File: src/rtl/dbf_pkg.sv
// Package: shared types and helpers for the debounce filter.
// Assumes the mode codes are fixed by the register field layout.
package dbf_pkg;

    typedef enum logic [1:0] {
        FLT_OFF       = 2'd0,
        FLT_BOTH      = 2'd1,
        FLT_KEEP_LOW  = 2'd2,
        FLT_KEEP_HIGH = 2'd3
    } flt_mode_e;

    // Largest of the four unit lengths, used to size the counter.
    function automatic int unsigned max_unit(input int unsigned a, input int unsigned b,
                                             input int unsigned c, input int unsigned d);
        int unsigned m;
        m = a;
        if (b > m) m = b;
        if (c > m) m = c;
        if (d > m) m = d;
        return m;
    endfunction

endpackage

File: src/rtl/dbf_sync.sv
// Module: multi-flop synchronizer for one asynchronous bit.
// Assumes the input is slow against clk. The flops carry no reset on purpose,
// so that reset can load the filter with the real pin level.
module dbf_sync #(
    parameter int STAGES = 2
) (
    input  logic clk,
    input  logic d_async,
    output logic q_sync
);
    logic [STAGES-1:0] chain;

    generate
        if (STAGES == 1) begin : g_one
            // Single capture flop.
            always_ff @(posedge clk) chain <= d_async;
        end else begin : g_many
            // Shift the raw level through the chain.
            always_ff @(posedge clk) chain <= {chain[STAGES-2:0], d_async};
        end
    endgenerate

    assign q_sync = chain[STAGES-1];
endmodule

File: src/rtl/dbf_limit.sv
// Module: turns count and unit-select fields into a timeout in ticks.
// Assumes COUNT_W-bit count; a zero count gives a one-tick timeout.
module dbf_limit #(
    parameter int COUNT_W = 4,
    parameter int LIM_W   = 20,
    parameter int UNIT_T0 = 61,
    parameter int UNIT_T1 = 244,
    parameter int UNIT_T2 = 15625,
    parameter int UNIT_T3 = 62500
) (
    input  logic [COUNT_W-1:0] count,
    input  logic               unit_sel,
    input  logic               big_sel,
    output logic [LIM_W-1:0]   limit
);
    localparam int NUM_UNITS = 4;
    localparam int UNIT_LEN [NUM_UNITS] = '{UNIT_T0, UNIT_T1, UNIT_T2, UNIT_T3};

    logic [LIM_W-1:0] unit_tab [NUM_UNITS];
    logic [LIM_W-1:0] unit_len;
    logic [LIM_W-1:0] product;

    genvar gi;
    generate
        for (gi = 0; gi < NUM_UNITS; gi++) begin : g_unit
            assign unit_tab[gi] = LIM_W'(UNIT_LEN[gi]);
        end
    endgenerate

    // Select the unit from {big, unit} and scale by the count.
    always_comb begin
        unit_len = unit_tab[{big_sel, unit_sel}];
        product  = LIM_W'(count) * unit_len;
        limit    = (count == '0) ? LIM_W'(1) : product;
    end
endmodule

File: src/rtl/dbf_core.sv
// Module: the filter state machine; one held level and one tick counter.
// Assumes sync_in is already synchronous and that limit is at least 1.
module dbf_core
    import dbf_pkg::*;
#(
    parameter int LIM_W = 20
) (
    input  logic             clk,
    input  logic             rst_n,
    input  logic             tick,
    input  logic             sync_in,
    input  flt_mode_e        mode,
    input  logic [LIM_W-1:0] limit,
    output logic             filt
);
    logic [LIM_W-1:0] cnt;
    logic [LIM_W-1:0] cnt_nx;
    logic             pass_now;

    // A move toward the preserved level bypasses the timeout.
    always_comb begin
        cnt_nx   = cnt + LIM_W'(1);
        pass_now = ((mode == FLT_KEEP_LOW)  && !sync_in) ||
                   ((mode == FLT_KEEP_HIGH) &&  sync_in);
    end

    // Hold the filtered level; count ticks while the input disagrees with it.
    always_ff @(posedge clk) begin
        if (!rst_n) begin
            filt <= sync_in;
            cnt  <= '0;
        end else if (mode == FLT_OFF || sync_in == filt || pass_now) begin
            filt <= sync_in;
            cnt  <= '0;
        end else if (tick) begin
            if (cnt_nx >= limit) begin
                filt <= sync_in;
                cnt  <= '0;
            end else begin
                cnt <= cnt_nx;
            end
        end
    end

    // bypass copies the synchronized input on the next edge.
    assert_bypass_follow_R3: assert property (@(posedge clk) disable iff (!rst_n)
        (mode == FLT_OFF) |=> (filt == $past(sync_in)));

    // in keep-low mode a fall passes at once.
    assert_keep_low_fall_R8: assert property (@(posedge clk) disable iff (!rst_n)
        (mode == FLT_KEEP_LOW && filt && !sync_in) |=> !filt);

    // in keep-high mode a rise passes at once.
    assert_keep_high_rise_R9: assert property (@(posedge clk) disable iff (!rst_n)
        (mode == FLT_KEEP_HIGH && !filt && sync_in) |=> filt);

    // without a tick the both-direction filter never moves.
    assert_no_tick_hold_R10: assert property (@(posedge clk) disable iff (!rst_n)
        (mode == FLT_BOTH && !tick) |=> $stable(filt));

    // agreement between input and output keeps the output still.
    assert_agree_stable_R11: assert property (@(posedge clk) disable iff (!rst_n)
        (sync_in == filt) |=> $stable(filt));
endmodule

File: src/rtl/pin_debounce_filter.sv
// Module: top of the per-pin debounce filter: synchronizer, timeout
// selection and filter core. Assumes us_tick is a one-cycle pulse per
// microsecond from a shared timebase and that the configuration is quasi-static.
module pin_debounce_filter
    import dbf_pkg::*;
#(
    parameter int COUNT_W     = 4,
    parameter int SYNC_STAGES = 2,
    parameter int UNIT_T0     = 61,
    parameter int UNIT_T1     = 244,
    parameter int UNIT_T2     = 15625,
    parameter int UNIT_T3     = 62500
) (
    input  logic               clk,
    input  logic               rst_n,
    input  logic               us_tick,
    input  logic               pin_raw,
    input  logic [COUNT_W-1:0] cfg_count,
    input  logic               cfg_unit_sel,
    input  logic               cfg_big_sel,
    input  logic [1:0]         cfg_mode,
    output logic               level_out
);
    localparam int unsigned MAX_UNIT  = max_unit(UNIT_T0, UNIT_T1, UNIT_T2, UNIT_T3);
    localparam int unsigned MAX_LIMIT = ((1 << COUNT_W) - 1) * MAX_UNIT;
    localparam int          LIM_W     = $clog2(MAX_LIMIT + 1);

    logic             sync_lvl;
    logic [LIM_W-1:0] limit;
    flt_mode_e        mode;

    assign mode = flt_mode_e'(cfg_mode);

    dbf_sync #(.STAGES(SYNC_STAGES)) u_sync (
        .clk     (clk),
        .d_async (pin_raw),
        .q_sync  (sync_lvl)
    );

    dbf_limit #(
        .COUNT_W (COUNT_W),
        .LIM_W   (LIM_W),
        .UNIT_T0 (UNIT_T0),
        .UNIT_T1 (UNIT_T1),
        .UNIT_T2 (UNIT_T2),
        .UNIT_T3 (UNIT_T3)
    ) u_limit (
        .count    (cfg_count),
        .unit_sel (cfg_unit_sel),
        .big_sel  (cfg_big_sel),
        .limit    (limit)
    );

    dbf_core #(.LIM_W(LIM_W)) u_core (
        .clk     (clk),
        .rst_n   (rst_n),
        .tick    (us_tick),
        .sync_in (sync_lvl),
        .mode    (mode),
        .limit   (limit),
        .filt    (level_out)
    );
endmodule

File: config.mk
export PLATFORM = sky130hd
export DESIGN_NAME = pin_debounce_filter
export DESIGN_NICKNAME = d
export VERILOG_FILES = /design/src/rtl/dbf_pkg.sv /design/src/rtl/dbf_sync.sv /design/src/rtl/dbf_limit.sv /design/src/rtl/dbf_core.sv /design/src/rtl/pin_debounce_filter.sv
export SDC_FILE = /design/constraint.sdc
export NUM_CORES = 1
export LEC_CHECK = 0
export CORE_ASPECT_RATIO = 0.7
export CORE_UTILIZATION = 50
export DETAILED_ROUTE_END_ITERATION = 6
export PLACE_DENSITY_LB_ADDON = 0.1
export SYNTH_ARGS = -nofsm -noshare
export SYNTH_HDL_FRONTEND = slang
export SYNTH_SLANG_ARGS = --single-unit
File: constraint.sdc
create_clock -name clk -period 5 [get_ports clk]
set_clock_uncertainty 0.1 [all_clocks]
set_input_delay 0.5 -clock clk [delete_from_list [all_inputs] [get_ports clk]]
set_output_delay 0.5 -clock clk [all_outputs]
set_load 0.01 [all_outputs]
======== Word-level counts from Yosys, hierarchy flattened ========
Cells that the tools add are included.
operators by class
  add/sub/neg operators ................... 1
  multiply operators ...................... 1
  order comparisons ....................... 2
  equal/unequal tests ..................... 5
  multiplexer cells ....................... 9
  bitwise operators ....................... 2
  reductions and logical operators ........ 10
operator list
  cell                                                    number
  two-way mux 20 bit                                      4
  binary-select mux 20 bit (select 2 bit)                 1
  adder 20 x 1 -> 20 bit (second input constant)          1
  >= comparator 20 bit                                    1
  multiplier 4 x 20 -> 20 bit                             1
  inequality test 3 x 1 -> 1 bit (second input constant)  2
  equality test 2 bit (second input constant)             2
  logical NOT 4 bit                                       1
  two-way mux 1 bit                                       4
  >= comparator 3 bit (second input constant)             1
  logical OR 1 bit                                        3
  NOT 2 -> 3 bit                                          1
  logical AND 1 bit                                       2
  logical NOT 2 bit                                       1
  AND reduction 2 bit                                     1
  OR reduction 2 bit                                      1
  equality test 1 bit                                     1
  logical NOT 1 bit                                       1
  NOT 1 bit                                               1
word-level totals
  flip-flop bits (word level) ............. 23
  input bits .............................. 12
  logic and storage cells ................. 33

======== Logic depth before layout (Yosys ltp) ========
Gate-level depths: netlist of the first run.
  depth after elaboration ................. 11
  mapped depth ............................ 23
  gate-level depth less buffers ........... 21

======== Cells and area by module ========
A second synthesis of the first run with hierarchy kept.
second synthesis, totals
  cell total of the unflattened synthesis .. 460
  area, all modules ....................... 3607.2 sq um
by module, submodules not included
  module     times used  cells each  area an instance (sq um)  sequential area each (sq um)
  dbf_limit  1           251         1870.5                    0.0
  dbf_core   1           207         1696.6                    430.4
  dbf_sync   1           2           40.0                      40.0

======== Least setup slack after synthesis of the first run ========
No wires, ideal clock.
  path type ............................... input to register
  from .................................... in cfg_count[3]
  to ...................................... reg u_core.filt (enable)
  library setup time ...................... 0.242 ns
  data arrival time ....................... 4.672 ns
  data required time ...................... 4.658 ns
  slack ................................... -0.014 ns
  cell stages on the path ................. 20
  buffers on the path ..................... 2
  cell sequence ........................... clkbuf_1 nor2b_1 o21ai_0 ha_1 inv_1 fa_1 inv_1 ha_1 and4_1 or2_2 a21o_1 a21oi_1 mux2i_1 ha_1 and4_1 nand2_1 nor3_1 a211o_1 a211o_1 buf_6
between the ends
  longest elaborated chain between the ends .. 5
  elaborated cells between the ends (all ways) .. 6
  those cells by class .................... 1 x mul; 1 x order compare; 1 x eq/ne; 1 x mux; 2 x reduce/logical
RTL lines
  what                                                              line                              text
  start, declared                                                   pin_debounce_filter.sv:18         input logic [COUNT_W-1:0] cfg_count,
  multiplier 4 x 20 -> 20 bit or logical NOT 4 bit (tied branches)  dbf_limit.sv:33, dbf_limit.sv:34
  two-way mux 20 bit *                                              dbf_limit.sv:34                   limit = (count == '0) ? LIM_W'(1) : product;
  >= comparator 20 bit *                                            dbf_core.sv:36                    if (cnt_nx >= limit) begin
  inequality test 3 x 1 -> 1 bit (no line) *                        --
  AND reduction 2 bit (no line) *                                   --
  end signal, assigned                                              dbf_core.sv:30                    filt <= sync_in;
  end signal, assigned                                              dbf_core.sv:33                    filt <= sync_in;
  end signal, assigned                                              dbf_core.sv:37                    filt <= sync_in;
  end, declared                                                     dbf_core.sv:14                    output logic filt
Every way passes the cells marked *; elsewhere a longest branch is shown, timed or not.
A chain may end at the register's enable or synchronous reset.

======== Worst setup path in the final report of the first run ========
  from .................................... in cfg_unit_sel
  to ...................................... reg u_core.cnt[2]
between the ends
  longest elaborated chain between the ends .. 8
RTL lines
  what                                                   line                       text
  start, declared                                        pin_debounce_filter.sv:19  input logic cfg_unit_sel,
  NOT 2 -> 3 bit (not written as such)                   dbf_limit.sv:32            unit_len = unit_tab[{big_sel, unit_sel}];
  binary-select mux 20 bit (select 2 bit)                dbf_limit.sv:32
  two-way mux 20 bit (not written as such) (2 in a row)  dbf_limit.sv:32
  multiplier 4 x 20 -> 20 bit                            dbf_limit.sv:33            product = LIM_W'(count) * unit_len;
  two-way mux 20 bit                                     dbf_limit.sv:34
  >= comparator 20 bit                                   dbf_core.sv:36
  two-way mux 20 bit                                     dbf_core.sv:36
  end signal, assigned                                   dbf_core.sv:40             cnt <= cnt_nx;
  end, declared                                          dbf_core.sv:16             logic [LIM_W-1:0] cnt;
Every way passes these cells. The select of a mux whose other input is x is not followed.

==> reports/summary.txt, run 1 <==
slowest cell delay on critical path = 0.53 ns
Setup TNS = 0 ns
Hold Path Class = flip-flop to flip-flop
FF+latch count, synth = 23
placed cell area = 0.00409 mm^2
Synth cell types = 48
max_cap viols = 0
crit path kind = input pin to flip-flop
Max VDD drop = 0.136 mV
Ports = 13
Post-Syn Instances = 426
placed cells = 586
relative slew slack = 32.6%
P&R area growth vs syn = 29.3%
largest net degree at the start of global routing = 22
antenna viol nets, final = 0
Detail Placement HPWL = 6250 um
Pwr Density = 172 mW/mm^2
DP Worst Slack = -0.565 ns
FF-to-FF End = u_core.cnt[2]
Root Buffer = clkbuf_8
Req. time, crit path = 5.11 ns
Overall Global Routing Usage = 22.8%
Pre-antenna DRT Iters = 4
synthesis warning total = 0
crit path capture type = flip-flop
type of origin of the critical path = input pin
die height = 70.9 um
cell area after synthesis = 0.00339 mm^2
global-route wire length before repair = 13200 um
FF-to-FF setup slack = 1.48 ns
Initial Util = 53.2%
# rows = 24
Setup Viol. Count Final = 0
Worst Hold Launch = u_sync.chain[0]
Critical Path AT = 4.93 ns
Leak Pwr = 2.20 nW
htree depth = 1
Reg2Reg Depth = 12
Mapped Avg Cell Area = 7.95 um^2
Residual DRC = 0
Die X = 100 um
Worst-Skew Late Latency = 0.28 ns
initial antenna violation count = 0
vias in the first global route = 2995
Seq/Total Area, Yosys = 13.9%
CTS tree = done
Die ar. = 0.00711 mm^2
critical path peak fanout = 6
antenna cells = 0
Vias = 3074
Num CTS Buffers = 3
# hold bufs at CTS = 0
Hold Path Sink = u_sync.chain[1]
fmax = 208 MHz
Slowest-stage cell, CP = fa_1
gpl congestion = 0.858
Reg clk slew, reported paths = 0.08 ns
routed vias/inst = 5.18
Syn Nets = 506
GRT Residual Overflow = 0
hold depth = 0
final period utilization = 96.3%
PortBufs = 12
Detailed Route WL = 7750 um
Final Slew Violations = 0
status = completed
final setup margin = 0.183 ns
Synth Flop Type = dfxtp_1
first-iteration detailed-routing DRC count = 124
layout cells sized above 1 = 24.3%
critical path, cell by cell = clkbuf_2, nand2b_1, and2_1, fa_1, inv_1, fa_1, inv_1, ha_4, and4_1, or2_2, a21o_1, a21oi_2, mux2i_1, ha_1, and4_4, nand2_1, nor3_1, a211o_1, a211o_4, buf_4, nor2_1
Filler cells = 517
fin cells = 594
post-DR wirelength/cell = 13.0 um
Post-synth EDFFs = 1
Tmin final = 4.82 ns
Sink Count = 23
Layout Nets = 584
post-route cell area = 0.00438 mm^2
Slew @ Worst Pin = 1.00 ns
Async SR Flop Fraction = 0%
buffer depth of the longest clock path = 2
worst reg2reg startpoint = u_core.cnt[0]
CORE AREA = 0.00637 mm^2
RSZ-0062 raised after global routing = false
Fin. Hold Viols = 0
[layer usage]
| metal | wire length [um] | share of wire (%) | vias up | GRT usage [%] |
|---|---|---|---|---|
| met5 | 0 | 0 | - | 0 |
| met4 | 70 | 0.90 | 0 | 5.15 |
| met3 | 180 | 2.3 | 6 | 3.36 |
| met2 | 3400 | 44 | 31 | 35.6 |
| met1 | 4100 | 53 | 1446 | 33.1 |
| li1 | - | - | 1591 | - |
[logic make-up (layout without fill, tap and decap cells)]
logic type,Yosys count,in the layout,share of synthesized area (%)
AOI/OAI and AO/OA,65,65,12.0
xor gates and xnor gates,48,48,12.4
adders and majority gates,68,68,29.3
buffers and inverters,61,138,7.32
DFF,23,23,13.9
muxes,4,4,1.18
and+or+nand+nor,157,157,23.8
[cell usage in the layout, fill, tap and decap left out, types with 14 or more instances in the layout]
| cell type | netlist | routed |
|---|---|---|
| a21oi_1 | 23 | 17 |
| fa_1 | 19 | 18 |
| nand4_1 | 14 | 14 |
| nand3_1 | 18 | 18 |
| nor2_1 | 35 | 31 |
| dfxtp_1 | 22 | 22 |
| xor2_1 | 25 | 25 |
| nand2_1 | 43 | 42 |
| xnor2_1 | 23 | 23 |
| ha_1 | 49 | 41 |
| buf_4 | 0 | 74 |
| inv_1 | 45 | 45 |
[worst max-delay path by stage]
stage                             from              to  slack [ns]
after global placement     cfg_big_sel   u_core.cnt[0]       -0.49
final                     cfg_unit_sel   u_core.cnt[2]        0.18
after global routing      cfg_count[1]  u_core.cnt[13]        0.02
after floorplan            cfg_big_sel     u_core.filt        0.07
after CTS                 cfg_count[3]  u_core.cnt[19]       0.004
after detailed placement  cfg_unit_sel   u_core.cnt[3]       -0.57
[Yosys cell counts (2+ instances only)]
library cell | count | share of area (%)
nand3_1 | 18 | 2.7
nor3_1 | 3 | 0.44
nand4_1 | 14 | 2.6
a21o_1 | 9 | 2.0
xnor2_1 | 23 | 5.9
ha_1 | 49 | 18
nand2_2 | 2 | 0.37
mux2i_1 | 4 | 1.2
nand2b_1 | 9 | 1.7
nor2b_1 | 5 | 0.92
a211o_1 | 4 | 1.0
or2_2 | 2 | 0.37
o21bai_1 | 2 | 0.44
nor2_1 | 35 | 3.9
dfxtp_1 | 22 | 13
inv_1 | 45 | 5.0
and4_1 | 6 | 1.6
xor2_1 | 25 | 6.5
buf_6 | 2 | 0.67
nand2_1 | 43 | 4.8
and3_1 | 2 | 0.37
and2_1 | 10 | 1.8
o21ai_0 | 16 | 2.4
buf_2 | 3 | 0.44
fa_1 | 19 | 11
clkbuf_1 | 10 | 1.1
a21oi_1 | 23 | 3.4
[what timing repair did]
action	CTS	global route
setup buffers	0	3
pin swaps	6	14
endpoints found under the setup margin	21	21
cloned	0	1
gates resized for setup	20	35
[state kept, by name, indices dropped and copies added (netlist names)]
| register | flops |
|---|---|
| u_sync.chain | 2 |
| u_core.filt | 1 |
| u_core.cnt | 20 |
[metrics by stage]
step	utilization, %	hold slack [ns]	power, mW
after CTS	66.2	0.244	0.715
after detailed placement	64.3	0.224	0.580
after global placement	64.3	0.214	0.568
after floorplan	-	0.210	0.435
after global routing	68.8	0.261	0.816
final	68.8	0.246	0.752
[critical path: cells and delay by family]
kind | cells | cell delay [ns]
adders and majority gates | 4 | 1.57
and+or+nand+nor | 8 | 1.27
AOI/OAI and AO/OA | 4 | 0.96
buffers and inverters | 4 | 0.42
muxes | 1 | 0.21
[where the power goes]
group	leakage [nW]	total (mW)	switching, mW	internal (mW)
registers	0.188	0.188	0.00173	0.186
clock network	0.0255	0.120	0.0640	0.0559
logic	1.98	0.444	0.218	0.226
[layout make-up]
cell class / instances / area [um^2] / share of cell area, %
Multi-Input combinational cell: 342 / 2880 / 65.8
Clock inverter: 1 / 5.00 / 0.114
Clock buffer: 3 / 41.3 / 0.943
Timing Repair Buffer: 89 / 699 / 16.0
Tap cell: 91 / 114 / 2.60
Sequential cell: 23 / 470 / 10.7
Inverter: 45 / 169 / 3.86
No activity file was read; power rests on OpenSTA's default activity.
==> inputs of run 2 (changes only) <==
CORE_UTILIZATION = 57   (was 50)
GPL_ROUTABILITY_DRIVEN = 1   (was not set)
==> run 2 against run 1 <==
Critical path depth rose by 2. First-iteration DRC count increased by 1.6%. Non-clock buffer count down 1. Core utilization is 8.0 points higher. Critical path type unchanged. Largest power group unchanged.
==> reports/summary.txt, run 2 (same netlist as run 1, synthesis figures left out) <==
Die X = 94.1 um
post-DR wirelength/cell = 14.0 um
origin of the worst setup path = cfg_count[1]
placed cells = 568
die height = 66.5 um
vias in the first global route = 2823
critical path peak fanout = 6
Num CTS Buffers = 3
crit path capture type = flip-flop
DP Worst Slack = -0.602 ns
global-route wire length before repair = 12600 um
post-route cell area = 0.00439 mm^2
Overall Global Routing Usage = 25.3%
status = completed
Fin. Hold Viols = 0
placed cell area = 0.00406 mm^2
Initial Util = 59.1%
Vias = 3113
first-iteration detailed-routing DRC count = 126
PortBufs = 12
initial antenna violation count = 0
Detailed Route WL = 8060 um
layout cells sized above 1 = 25.3%
crit path kind = input pin to flip-flop
max reg flops = 20
# rows = 23
Pre-antenna DRT Iters = 5
Leak Pwr = 2.21 nW
commonest non-fill, non-tap cells in the layout = 73 x buf_4, 44 x inv_1, 43 x ha_1
Sink Count = 23
CORE AREA = 0.00573 mm^2
max_cap viols = 0
leading cell type in the layout, fill and taps excluded = buf_4
Slew @ Worst Pin = 0.802 ns
Final Slew Violations = 0
gpl congestion = 0.864
Residual DRC = 0
Critical Path AT = 4.95 ns
htree depth = 1
Regs by FF count = u_core.cnt (20), u_sync.chain (2), u_core.filt (1)
Req. time, crit path = 5.12 ns
buffer depth of the longest clock path = 2
Pwr Density = 174 mW/mm^2
relative slew slack = 46.4%
worst reg2reg startpoint = u_core.cnt[0]
routed vias/inst = 5.40
Ports = 13
antenna viol nets, final = 0
largest net degree at the start of global routing = 22
CTS tree = done
final setup margin = 0.164 ns
Max VDD drop = 0.140 mV
Detail Placement HPWL = 6220 um
final period utilization = 96.7%
fin cells = 577
Layout Nets = 583
Worst Hold Launch = u_sync.chain[0]
Setup TNS = 0 ns
Hold Path Class = flip-flop to flip-flop
Die ar. = 0.00626 mm^2
Power, Total = 0.764 mW
antenna cells = 0
fmax = 207 MHz
Tmin final = 4.84 ns
Root Buffer = clkbuf_8
type of origin of the critical path = input pin
Setup Viol. Count Final = 0
Biggest register = u_core.cnt
Reg clk slew, reported paths = 0.08 ns
P&R area growth vs syn = 29.8%
GRT Residual Overflow = 0
Worst-Skew Late Latency = 0.27 ns
==> run 2: cell types whose count changed in the layout (fill, tap and decap cells not counted), sizes merged <==
cell / change
buf: -1
inv: +1
clkdlybuf4s15: +1
clkbuf: -1
dlygate4sd2: +1
clkinv: -1
dlymetal6s2s: -1
==> run 2: path summary, 6_finish.rpt <==
check | end | slack (ns) | cells past startpoint
setup / recovery | u_core.cnt[1] | 0.16 | 23
setup reg to reg | u_core.cnt[1] | 1.45 | 12
hold / removal | u_sync.chain[1] | 0.24 | 0
hold reg to reg | u_sync.chain[1] | 0.24 | 0
==> run 2: repair_timing <==
| action | in CTS | in global routing |
|---|---|---|
| resized for setup | 20 | 45 |
| hold buffers | 0 | 0 |
| setup buffers | 1 | 3 |
| cloned | 0 | 1 |
| pin swaps | 8 | 11 |
| setup endpoints to repair | 21 | 21 |
==> run 2: per-stage QoR <==
stage	hold WS, ns	utilization (%)
final	0.241	76.7
after global routing	0.257	76.7
after CTS	0.243	73.2
after detailed placement	0.218	70.8
after global placement	0.217	70.8
after floorplan	0.210	-
==> run 2: per-layer routing <==
layer / wire (um) / GRT usage [%]
met2: 3730 / 40.6
met5: 0 / 0
met3: 327 / 3.31
met1: 3920 / 36.9
met4: 80 / 3.27
==> run 2: power by group <==
part | total (mW) | switching (mW) | internal (mW) | leakage [nW]
logic | 0.454 | 0.227 | 0.227 | 2.00
registers | 0.188 | 0.00181 | 0.186 | 0.188
clock network | 0.122 | 0.0647 | 0.0570 | 0.0260
==> run 2: final cells by class <==
| type | instances | area, um^2 |
|---|---|---|
| flip-flops and latches | 23 | 470 |
| fillers | 410 | 1330 |
| repair buffers | 88 | 693 |
| inverters | 45 | 169 |
| clock buffers | 3 | 41.3 |
| multi-input cells | 342 | 2920 |
| clock inverters | 1 | 6.26 |
| well taps | 75 | 93.8 |
==> run 2: critical path, cell delays in order <==
cell           delay (ns)
dlygate4sd2_1        0.28
buf_4                0.16
buf_4                0.14
nor2b_1              0.14
ha_1                 0.27
inv_1                0.05
fa_1                 0.53
inv_1                0.06
ha_4                 0.27
a211o_1              0.11
o211ai_1             0.10
buf_4                0.17
a211oi_4             0.32
a21oi_2              0.10
xnor2_1              0.16
nand2_1              0.12
ha_4                 0.29
nand4_1              0.18
a21oi_1              0.07
a211o_1              0.28
a211o_4              0.36
buf_4                0.18
nor2_1               0.10
==> inputs of run 3 (changes only) <==
CELL_PAD_IN_SITES_DETAIL_PLACEMENT = 0   (was not set)
CELL_PAD_IN_SITES_GLOBAL_PLACEMENT = 1   (was not set)
CORE_UTILIZATION = 43   (was 57)
==> run 3 against run 2 <==
Via count grew 0.55%. Total power down 2.4%. Register-to-register slack worse by 0.11 ns. Critical path depth is 2 lower. Die area up 32%. Highest routed layer unchanged.
==> reports/summary.txt, run 3 (same netlist as run 1, synthesis figures left out) <==
initial antenna violation count = 0
CTS tree = done
Fin Hold WS = 0.237 ns
Root Buffer = clkbuf_8
RSZ-0062 raised after global routing = true
Final Slew Violations = 0
Num CTS Buffers = 3
post-DR wirelength/cell = 13.3 um
max reg flops = 20
clock power share = 15.1%
met3 GRT Util = 3.25%
Die X = 108 um
max_cap viols = 0
Worst-Skew Late Latency = 0.26 ns
Residual DRC = 0
Reg clk slew, reported paths = 0.08 ns
PortBufs = 12
Switching Fraction = 37.3%
Overall Global Routing Usage = 20.4%
met2 Use GR = 31.5%
first-iteration detailed-routing DRC count = 140
die height = 76.2 um
fmax = 207 MHz
Detail Placement HPWL = 6530 um
Max VDD drop = 0.102 mV
routed vias/inst = 5.21
final period utilization = 96.6%
htree depth = 1
relative slew slack = 45.0%
crit path kind = input pin to flip-flop
layout cells sized above 1 = 26.8%
Ports = 13
status = completed
P&R area growth vs syn = 31.0%
Detailed Route WL = 7990 um
placed cell area = 0.00407 mm^2
Gate power share = 59.7%
largest net degree at the start of global routing = 22
cell internal pwr = 0.468 mW
NetSw = 0.278 mW
buffer depth of the longest clock path = 2
vias in the first global route = 3035
global-route wire length before repair = 13700 um
antenna viol nets, final = 0
Flop pwr share = 25.2%
post-route cell area = 0.00444 mm^2
Layout Nets = 584
Finished Core Util = 59.6%
Slew @ Worst Pin = 0.822 ns
Req. time, crit path = 5.10 ns
# hold bufs at CTS = 0
CORE AREA = 0.00745 mm^2
Die ar. = 0.00824 mm^2
Pwr Density = 168 mW/mm^2
Critical Path AT = 4.93 ns
crit path capture type = flip-flop
critical path peak fanout = 6
Filler cells = 695
Sink Count = 23
# rows = 26
Fin. Hold Viols = 0
grt peak-use layer = met2
Initial Util = 45.4%
Regs by FF count = u_core.cnt (20), u_sync.chain (2), u_core.filt (1)
GRT Residual Overflow = 0
met1 usage = 30.5%
leading cell type in the layout, fill and taps excluded = buf_4
placed cells = 589
Setup Viol. Count Final = 0
Biggest register = u_core.cnt
Hold Path Class = flip-flop to flip-flop
type of origin of the critical path = input pin
Tmin final = 4.83 ns
Pre-antenna DRT Iters = 4
commonest non-fill, non-tap cells in the layout = 70 x buf_4, 42 x nand2_1, 42 x inv_1, 42 x ha_1, 30 x nor2_1
antenna cells = 0
fin cells = 601
Vias = 3130
gpl congestion = 0.783
Leak Pwr = 2.20 nW
==> run 3: cell types whose count changed in the layout (fill, tap and decap cells not counted), moves of 3 or more <==
cell	before	now
o21ai_2	0	3
buf_4	73	70
nand2_2	6	2
nand2_1	39	42
==> run 3: area by class of cell <==
cell class	instances	area (um^2)	area share (%)
multi-input cells	342	2910	65.6
well taps	98	123	2.76
inverters	45	169	3.81
flip-flops and latches	23	470	10.6
repair buffers	89	721	16.2
clock buffers	4	45.0	1.02
==> run 3: metrics by stage <==
stage                     setup WS, ns  TNS [ns]  power [mW]
after floorplan                 0.0664         0       0.435
final                            0.169         0       0.746
after global routing           -0.0388    -0.384       0.813
after global placement          -0.791    -16.04       0.571
after detailed placement        -0.905    -18.17       0.580
after CTS                      0.00945         0       0.718
==> run 3: worst max-delay path, cell delays in order <==
cell and delay (ns):
buf_2 0.12, nor2b_4 0.16, nand2_1 0.08, buf_4 0.14, fa_1 0.50, fa_1 0.52
inv_1 0.04, ha_1 0.30, or2_4 0.27, a21oi_4 0.16, a211oi_4 0.09, buf_4 0.16
or3_1 0.34, nand3_1 0.11, ha_1 0.28, a21oi_2 0.17, a21oi_2 0.08, a211o_1 0.25
a211o_4 0.39, clkbuf_16 0.17, nor2_2 0.10
==> run 3: worst paths after layout <==
path,cells past startpoint,slack (ns),startpoint,end
setup / recovery,21,0.17,cfg_unit_sel,u_core.cnt[12]
hold / removal,0,0.24,u_sync.chain[0],u_sync.chain[1]
setup reg to reg,12,1.34,u_core.cnt[0],u_core.cnt[12]
hold reg to reg,0,0.24,u_sync.chain[0],u_sync.chain[1]
==> run 3: power groups by stage <==
stage / logic, mW / clock network [mW] / registers, mW
floorplan: 0.243 / 0 / 0.192
global placement: 0.379 / 0 / 0.192
detailed placement: 0.388 / 0 / 0.192
CTS: 0.412 / 0.118 / 0.188
global route: 0.500 / 0.125 / 0.188
finish: 0.445 / 0.113 / 0.188
==> run 3: routing by layer <==
layer | routed length, um | share of wire (%)
met5 | 0 | 0
met4 | 33 | 0.41
met3 | 236 | 3.0
met2 | 3480 | 44
met1 | 4240 | 53
==> run 3: what timing repair did <==
action	in CTS	in global routing
gates resized for setup	33	45
setup endpoints to repair	21	21
gates cloned	0	1
pin swaps	8	19
buffers inserted	2	5
